## src/rtl/bscan_pkg.sv

```systemverilog
package bscan_pkg;
  typedef enum logic [1:0] {
    MODE_SAMPLE = 2'b00,
    MODE_EXTEST = 2'b01,
    MODE_CLAMP  = 2'b10,
    MODE_HIGHZ  = 2'b11
  } bscan_mode_e;
endpackage

```

## src/rtl/bscan_ctl.sv

```systemverilog
module bscan_ctl
  import bscan_pkg::*;
(
  input  bscan_mode_e mode_i,
  input  logic        clock_i,
  input  logic        shift_i,
  input  logic        update_i,
  output logic        cap_en_o,
  output logic        shf_en_o,
  output logic        upd_en_o,
  output logic        use_upd_o,
  output logic        force_off_o
);
  logic scan_on;

  // chain only on the serial path in sample and extest
  assign scan_on     = (mode_i == MODE_SAMPLE) || (mode_i == MODE_EXTEST);
  assign cap_en_o    = scan_on && clock_i && !shift_i;
  assign shf_en_o    = scan_on && clock_i && shift_i;
  assign upd_en_o    = scan_on && update_i;
  assign use_upd_o   = (mode_i != MODE_SAMPLE);
  assign force_off_o = (mode_i == MODE_HIGHZ);
endmodule

```

## src/rtl/bscan_cell.sv

```systemverilog
module bscan_cell (
  input  logic clk_i,
  input  logic rst_ni,
  input  logic cap_en_i,
  input  logic shf_en_i,
  input  logic upd_en_i,
  input  logic use_upd_i,
  input  logic force_off_i,
  input  logic sdi_i,
  output logic sdo_o,
  input  logic core_out_i,
  input  logic core_oe_n_i,
  output logic core_in_o,
  output logic pad_out_o,
  output logic pad_oe_n_o,
  input  logic pad_in_i
);
  logic cap_in_q, cap_oe_q, cap_out_q;
  logic upd_out_q, upd_oe_q;

  always_ff @(posedge clk_i or negedge rst_ni) begin
    if (!rst_ni) begin
      cap_in_q  <= 1'b0;
      cap_oe_q  <= 1'b0;
      cap_out_q <= 1'b0;
    end else if (shf_en_i) begin
      cap_in_q  <= sdi_i;
      cap_oe_q  <= cap_in_q;
      cap_out_q <= cap_oe_q;
    end else if (cap_en_i) begin
      cap_in_q  <= pad_in_i;
      cap_oe_q  <= core_oe_n_i;
      cap_out_q <= core_out_i;
    end
  end

  always_ff @(posedge clk_i or negedge rst_ni) begin
    if (!rst_ni) begin
      upd_out_q <= 1'b0;
      upd_oe_q  <= 1'b1;
    end else if (upd_en_i) begin
      upd_out_q <= cap_out_q;
      upd_oe_q  <= cap_oe_q;
    end
  end

  assign sdo_o      = cap_out_q;
  assign core_in_o  = pad_in_i;
  assign pad_out_o  = use_upd_i ? upd_out_q : core_out_i;
  assign pad_oe_n_o = force_off_i ? 1'b1 : (use_upd_i ? upd_oe_q : core_oe_n_i);

  p_shift_order_r4: assert property (@(posedge clk_i) disable iff (!rst_ni)
    shf_en_i |=> (cap_in_q == $past(sdi_i)) && (cap_oe_q == $past(cap_in_q))
                 && (cap_out_q == $past(cap_oe_q)));
  p_capture_r3: assert property (@(posedge clk_i) disable iff (!rst_ni)
    (cap_en_i && !shf_en_i) |=> (cap_out_q == $past(core_out_i))
                 && (cap_oe_q == $past(core_oe_n_i)) && (cap_in_q == $past(pad_in_i)));
  p_update_copy_r5: assert property (@(posedge clk_i) disable iff (!rst_ni)
    upd_en_i |=> (upd_out_q == $past(cap_out_q)) && (upd_oe_q == $past(cap_oe_q)));
  p_hold_r10: assert property (@(posedge clk_i) disable iff (!rst_ni)
    (!cap_en_i && !shf_en_i && !upd_en_i) |=>
      $stable({cap_in_q, cap_oe_q, cap_out_q, upd_out_q, upd_oe_q}));
endmodule

```

## src/rtl/bscan_chain.sv

```systemverilog
module bscan_chain
  import bscan_pkg::*;
#(
  parameter int N_PINS = 8
) (
  input  logic              clk_i,
  input  logic              rst_ni,
  input  logic              clock_i,
  input  logic              shift_i,
  input  logic              update_i,
  input  logic [1:0]        mode_i,
  input  logic              sdi_i,
  output logic              sdo_o,
  input  logic [N_PINS-1:0] core_out_i,
  input  logic [N_PINS-1:0] core_oe_n_i,
  output logic [N_PINS-1:0] core_in_o,
  output logic [N_PINS-1:0] pad_out_o,
  output logic [N_PINS-1:0] pad_oe_n_o,
  input  logic [N_PINS-1:0] pad_in_i
);
  localparam int ChainLen = 3 * N_PINS;

  bscan_mode_e mode;
  logic cap_en, shf_en, upd_en, use_upd, force_off;
  logic [N_PINS:0] ser;

  assign mode = bscan_mode_e'(mode_i);

  bscan_ctl u_ctl (
    .mode_i      (mode),
    .clock_i     (clock_i),
    .shift_i     (shift_i),
    .update_i    (update_i),
    .cap_en_o    (cap_en),
    .shf_en_o    (shf_en),
    .upd_en_o    (upd_en),
    .use_upd_o   (use_upd),
    .force_off_o (force_off)
  );

  assign ser[0] = sdi_i;

  for (genvar i = 0; i < N_PINS; i++) begin : g_cell
    bscan_cell u_cell (
      .clk_i       (clk_i),
      .rst_ni      (rst_ni),
      .cap_en_i    (cap_en),
      .shf_en_i    (shf_en),
      .upd_en_i    (upd_en),
      .use_upd_i   (use_upd),
      .force_off_i (force_off),
      .sdi_i       (ser[i]),
      .sdo_o       (ser[i+1]),
      .core_out_i  (core_out_i[i]),
      .core_oe_n_i (core_oe_n_i[i]),
      .core_in_o   (core_in_o[i]),
      .pad_out_o   (pad_out_o[i]),
      .pad_oe_n_o  (pad_oe_n_o[i]),
      .pad_in_i    (pad_in_i[i])
    );
  end

  assign sdo_o = ser[N_PINS];

  initial assert (ChainLen == 3 * N_PINS && N_PINS > 0);

  p_highz_off_r8: assert property (@(posedge clk_i) disable iff (!rst_ni)
    (mode_i == 2'b11) |-> (&pad_oe_n_o));
  p_sample_pass_r2: assert property (@(posedge clk_i) disable iff (!rst_ni)
    (mode_i == 2'b00) |-> (pad_out_o == core_out_i) && (pad_oe_n_o == core_oe_n_i));
  p_core_in_r11: assert property (@(posedge clk_i) disable iff (!rst_ni)
    core_in_o == pad_in_i);
  p_clamp_steady_r9: assert property (@(posedge clk_i) disable iff (!rst_ni)
    ((mode_i == 2'b10) && $past(mode_i == 2'b10)) |-> $stable(pad_out_o) && $stable(pad_oe_n_o));
endmodule

```

## config.mk

```make
export PLATFORM = sky130hd
export DESIGN_NAME = bscan_chain
export DESIGN_NICKNAME = d
export VERILOG_FILES = /design/src/rtl/bscan_pkg.sv /design/src/rtl/bscan_ctl.sv /design/src/rtl/bscan_cell.sv /design/src/rtl/bscan_chain.sv
export SDC_FILE = /design/constraint.sdc
export NUM_CORES = 1
export LEC_CHECK = 0
export ABC_AREA = 1
export BUFFER_PORTS_ARGS = -buffer_cell sky130_fd_sc_hd__buf_2
export CAP_MARGIN = 25
export CORE_MARGIN = 3
export CORE_UTILIZATION = 53
export DETAILED_ROUTE_END_ITERATION = 8
export GPL_TIMING_DRIVEN = 0
export PLACE_DENSITY = 0.79
export SYNTH_ARGS = -nofsm -noshare
export SYNTH_HDL_FRONTEND = slang
export SYNTH_SLANG_ARGS = --single-unit
export TNS_END_PERCENT = 1
```

## constraint.sdc

```tcl
create_clock -name clk_i -period 1.6 [get_ports clk_i]
set_clock_uncertainty 0.2 [all_clocks]
set_input_delay 0.32 -clock clk_i [delete_from_list [all_inputs] [get_ports clk_i]]
set_output_delay 0.32 -clock clk_i [all_outputs]
set_load 0.005 [all_outputs]
```

==> results.json, run 1 <==
{
  "ff2ff_path_depth": 4,
  "drt-vias-per-instance": 5.08,
  "start_kind": "input port",
  "tritoncts": "yes",
  "fin_crit_sh_pct": 106,
  "cts.clk_slew.worst_paths_ps": 70,
  "vias": 2110,
  "syn_to_final_growth_pct": 25.3,
  "whs_ps": 113,
  "yosysMostFrequentCell": "nand2_1",
  "timing.rr.end": "g_cell[7].u_cell.cap_in_q",
  "clk_path_buf_depth": 2,
  "grt_pass1_vias": 2026,
  "seq_area_frac_synth_pct": 43.5,
  "critPathKind": "in2out",
  "final_antenna_net_count": 0,
  "synth_top_area_share_pct": 34.4,
  "status": "finished, violations left",
  "rsz0062_at_grt": "true",
  "root_buffer": "clkbuf_8",
  "std_cell_rows": 23,
  "drv_slew": 0,
  "cp-startpoint": "mode_i[1]",
  "ios": 57,
  "hold_viol_final": 0,
  "synth_nets": 343,
  "htree_levels": 2,
  "reg2reg_slack_ps": 580,
  "synth_cell_types": 17,
  "critical_path_required_ps": 1080,
  "endpoint": "pad_out_o[5]",
  "maxCapViolations": 0,
  "max_freq_ghz": 0.589,
  "wl_met3_um": 492,
  "die_h_um": 72.2,
  "start_util_pct": 56.5,
  "core_area_um2": 4120,
  "drive_gt1_share_pct": 39.5,
  "cp_max_fo": 7,
  "critical-path-max-stage-delay_ps": 180,
  "clk_latency_ps": 300,
  "numCtsBuffers": 5,
  "fp.dieArea_um2": 5220,
  "diodes": 0,
  "grt.overflow.total": 0,
  "synth_flop_cell": "dfrtp_1",
  "worst-path-stages": 6,
  "crit_buf_inv": 4,
  "top_layer": "met4",
  "layout_setup_ws_ps": -96.6,
  "fin_crit_ps": 1700,
  "drc_errors": 0,
  "wl_met2_mm": 2.85,
  "setup_violations": 16,
  "grt_usage_pct": 24.2,
  "crit_top_cell": "buf_8",
  "min-delay-path-class": "in2reg",
  "synth_edf_count": 0,
  "syn_avg_cell_area_um2": 7.48,
  "grt_max_degree": 41,
  "ys_ff_latch": 40,
  "violations": "negative setup slack",
  "drtIter0Drc": 246,
  "relSlewSlack_pct": 40.8,
  "fin_area_um2": 2910,
  "tightest_slew_ps": 887,
  "cp-end-kind": "output pin",
  "numClockSinks": 40,
  "synth.largest_area_cell": "dfrtp_1",
  "power_mw": 2.76,
  "cellLeakagePower_nw": 1.62,
  "wl_met1_mm": 2.45,
  "r2r_start": "g_cell[6].u_cell.sdo_o",
  "yosys-top-cells-count": "nand2_1 (124), inv_1 (33), nand3_1 (33)",
  "netlist_top_cells_area": "dfrtp_1 (34%), nand2_1 (20%), dfstp_2 (9.0%), buf_4 (8.7%), nand3_1 (7.1%)",
  "power.density_nw_per_um2": 948,
  "num-fill-cells": 334,
  "worstPathArrival_ps": 1180,
  "dr.pass1.iters": 4,
  "syn_area_um2": 2320,
  "synth_warnings": 0,
  "gp_congestion": 0.913,
  "numPortBuffers": 56,
  "routed_wl_mm": 5.87,
  "slowest_stage": "buf_8",
  "wl_per_cell_um": 14.2,
  "grt_pass1_wl_mm": 9.58,
  "place_hpwl_mm": 4.07,
  "synthCells": 311,
  "vdd.ir_drop.worst_mv": 0.644,
  "num-nets-final": 396,
  "async_reset_ff_share_pct": 100,
  "fp.dieW_um": 72.2,
  "crit_family": "buffers and inverters",
  "antenna_found_initial": 0,
  "placed_area_um2": 2670,
  "path_cells": "buf_8 -> nor2_4 -> clkinv_4 -> buf_8 -> o21ai_2 -> buf_2"
}
## flip-flops by register name (all words and copies together), names as in the netlist
| name | count |
|---|---|
| g_cell.u_cell.cap_oe_q | 8 |
| g_cell.u_cell.sdo_o | 8 |
| g_cell.u_cell.upd_out_q | 8 |
| g_cell.u_cell.cap_in_q | 8 |
| g_cell.u_cell.upd_oe_q | 8 |
## timing repair
item / CTS / global route
gates cloned: 2 / 0
buffers inserted: 2 / 2
hold buffers: 1 / 0
endpoints found under the hold margin: 32 / 0
setup endpoints to repair: 16 / 16
pin swaps: 2 / 3
resized for setup: 21 / 25
## layer usage
layer,track usage (%),vias up
met3,6.09,8
met2,38.3,86
met4,8.14,0
met5,0,-
li1,-,1034
met1,32.5,982
## cells by family (layout without fill, tap and decap cells)
logic type             count (synthesis)  in the layout  synth area share, %
buffers and inverters                 72            126                 17.3
AND/OR/NAND/NOR                      177            177                 33.4
flip-flops                            40             40                 43.5
AO/OA/AOI/OAI                         22             22                 5.87
## worst min path at each step
stage	slack, ps	startpoint	end	cells after the start
finish	110	sdi_i	g_cell[0].u_cell.cap_in_q	5
floorplan	-180	rst_ni	g_cell[0].u_cell.cap_in_q	0
CTS	100	update_i	g_cell[7].u_cell.upd_out_q	3
detailed placement	260	g_cell[7].u_cell.upd_out_q	g_cell[7].u_cell.upd_out_q	2
global route	130	update_i	g_cell[7].u_cell.upd_out_q	3
global placement	260	g_cell[7].u_cell.upd_out_q	g_cell[7].u_cell.upd_out_q	2
## worst register-to-register path, stage by stage, from the launching register on
cell	delay, ps
dfrtp_1	390
inv_1	110
nand2_1	70
nand3_1	90
nand2_1	50
## cell type report
cell class | instances | area, um2 | area share [%]
multi-input combinational | 199 | 1040 | 35.8
sequential | 40 | 1010 | 34.7
timing repair buffer | 62 | 415 | 14.3
buffer | 21 | 154 | 5.28
inverter | 35 | 136 | 4.68
clock buffer | 6 | 82.6 | 2.83
tap | 50 | 62.6 | 2.15
clock inverter | 2 | 10.0 | 0.343
## per-stage QoR
step / setup TNS (ps) / worst slack, ps / util [%] / std cells
6_report: -1070 / -96.6 / 70.8 / 415
5_1_grt: -1660 / -122 / 70.8 / 415
4_1_cts: -450 / -80.1 / 68.9 / 420
3_5_place_dp: -5300 / -369 / 64.8 / 417
3_3_place_gp: -4860 / -346 / 64.8 / 417
2_1_floorplan: 0 / 123 / - / 311
## cells in the final DEF (no fill, tap or decap), drive strengths merged
| master | instances |
|---|---|
| dfrtp | 32 |
| inv | 34 |
| o21ai | 22 |
| dfstp | 8 |
| nand2 | 126 |
| clkbuf | 11 |
| buf | 77 |
| clkinv | 3 |
| nor2 | 2 |
| dlygate4sd3 | 1 |
| or2 | 16 |
| nand3 | 33 |
## power breakdown
| group | internal (mW) | switching, mW |
|---|---|---|
| clock network | 0.344 | 0.356 |
| registers | 1.21 | 0.108 |
| logic | 0.349 | 0.398 |
No activity file was read; power rests on OpenSTA's default activity.
==> run 2: changes to the inputs <==
- REMOVE_ABC_BUFFERS: not set -> 1
==> run 2 against run 1 <==
Effect of this change: the run now ends clean; fmax rose by 6.7%; flip-flop and latch count did not move; count of clock-buffer cells in the layout rose by 2; largest power group unchanged.
==> results.json, run 2 (same netlist as run 1, synthesis figures left out) <==
{
  "status": "finished clean",
  "power.density_nw_per_um2": 998,
  "drt-vias-per-instance": 4.87,
  "power_mw": 2.56,
  "diodes": 0,
  "numCtsBuffers": 5,
  "tightest_slew_ps": 881,
  "layout_common_cells": "nand2_1 (123), buf_2 (54), inv_1 (33)",
  "antenna_found_initial": 0,
  "wl_per_cell_um": 12.4,
  "critical_path_required_ps": 1080,
  "relSlewSlack_pct": 41.2,
  "drtIter0Drc": 188,
  "ios": 57,
  "fin_crit_ps": 1590,
  "crit_family": "buffers and inverters",
  "place_hpwl_mm": 3.02,
  "max_freq_ghz": 0.629,
  "gp_congestion": 0.765,
  "critical-path-max-stage-delay_ps": 140,
  "worstPathArrival_ps": 1070,
  "die_h_um": 72.2,
  "cp_max_fo": 5,
  "final_antenna_net_count": 0,
  "numPortBuffers": 56,
  "slowest_stage": "buf_12",
  "clk_latency_ps": 290,
  "hold_viol_final": 0,
  "path_cells": "buf_2 -> nor2_4 -> buf_12 -> buf_8 -> nand2_1 -> nand3_2 -> buf_2",
  "drc_errors": 0,
  "grt_pass1_wl_mm": 8.08,
  "grt_max_degree": 42,
  "whs_ps": 113,
  "routed_wl_mm": 4.86,
  "dr.pass1.iters": 4,
  "std_cell_rows": 23,
  "clk_path_buf_depth": 2,
  "vdd.ir_drop.worst_mv": 0.504,
  "drive_gt1_share_pct": 30.6,
  "fin_crit_sh_pct": 99.4,
  "critPathKind": "in2out",
  "fp.dieW_um": 72.2,
  "core_area_um2": 4120,
  "crit_buf_inv": 4,
  "start_kind": "input port",
  "numClockSinks": 40,
  "min-delay-path-class": "in2reg",
  "reg2reg_slack_ps": 620,
  "tritoncts": "yes",
  "grt.overflow.total": 0,
  "cp-end-kind": "output pin",
  "grt_pass1_vias": 1786,
  "num-nets-final": 374,
  "setup_violations": 0,
  "rsz0062_at_grt": "true",
  "syn_to_final_growth_pct": 10.5,
  "cellLeakagePower_nw": 1.44,
  "cts.clk_slew.worst_paths_ps": 70,
  "final_common_cell": "nand2_1",
  "htree_levels": 2,
  "start_util_pct": 56.5,
  "num-fill-cells": 371,
  "maxCapViolations": 0,
  "vias": 1912,
  "crit_top_cell": "buf_2",
  "fp.dieArea_um2": 5220,
  "root_buffer": "clkbuf_8",
  "grt_usage_pct": 20.3,
  "drv_slew": 0
}
-- run 2: cell types whose count changed in the layout (fill, tap and decap cells not counted), sizes merged --
cell | before | now
inv | 34 | 36
clkinv | 3 | 0
clkbuf | 11 | 9
buf | 77 | 58
-- run 2: metrics by stage --
stage                     area (um2)  setup TNS (ps)  setup WS [ps]  util [%]  std cells
after floorplan                 2050               0            242         -        274
after global placement          2400           -6130           -321      58.3        380
after detailed placement        2400           -6700           -342      58.3        380
after CTS                       2560           -1.82          -1.82      62.2        393
after global routing            2570            -349          -38.2      62.5        393
final                           2570               0           10.3      62.5        393
-- run 2: path summary, 6_finish.rpt --
kind	start	endpoint	cells past startpoint
setup / recovery	mode_i[0]	pad_oe_n_o[2]	7
max in group asynchronous	rst_ni	g_cell[4].u_cell.cap_in_q	2
hold reg to reg	g_cell[7].u_cell.upd_out_q	g_cell[7].u_cell.upd_out_q	2
setup reg to reg	g_cell[0].u_cell.sdo_o	g_cell[1].u_cell.cap_in_q	4
min in group asynchronous	rst_ni	g_cell[5].u_cell.upd_out_q	2
hold / removal	update_i	g_cell[7].u_cell.upd_out_q	3
-- run 2: power by group --
| part | leakage, nW | internal (mW) | switching, mW | total (mW) |
|---|---|---|---|---|
| sequential | 0.480 | 1.21 | 0.0883 | 1.29 |
| combinational | 0.916 | 0.253 | 0.334 | 0.587 |
| clock | 0.0455 | 0.352 | 0.330 | 0.682 |
-- run 2: area by class of cell --
cell class	instances	area [um2]	area share (%)
Clock buffer	8	90.1	3.51
Inverter	35	139	5.40
Multi-Input combinational cell	199	920	35.8
Sequential cell	40	1010	39.3
Tap cell	50	62.6	2.43
Timing Repair Buffer	60	342	13.3
Timing Repair inverter	1	6.26	0.243
-- run 2: what timing repair did --
item,4_1_cts,5_1_grt
setup buffers,3,0
gates resized for setup,7,3
gates cloned,1,0
endpoints found under the hold margin,32,0
pin swaps,2,0
hold buffers,1,0
endpoints found under the setup margin,16,17
-- run 2: per-layer routing --
layer	wire length (um)	GRT usage (%)	share of wire, %
met5	0	0	0
met4	57	6.47	1.2
met3	267	4.71	5.5
met2	2370	34.4	49
met1	2160	25.6	45
-- run 2: worst reg2reg max path: stages (launching register included) --
cell and delay, ps:
dfrtp_1 390, inv_1 90, nand2_1 50, nand3_1 90
nand2_1 50
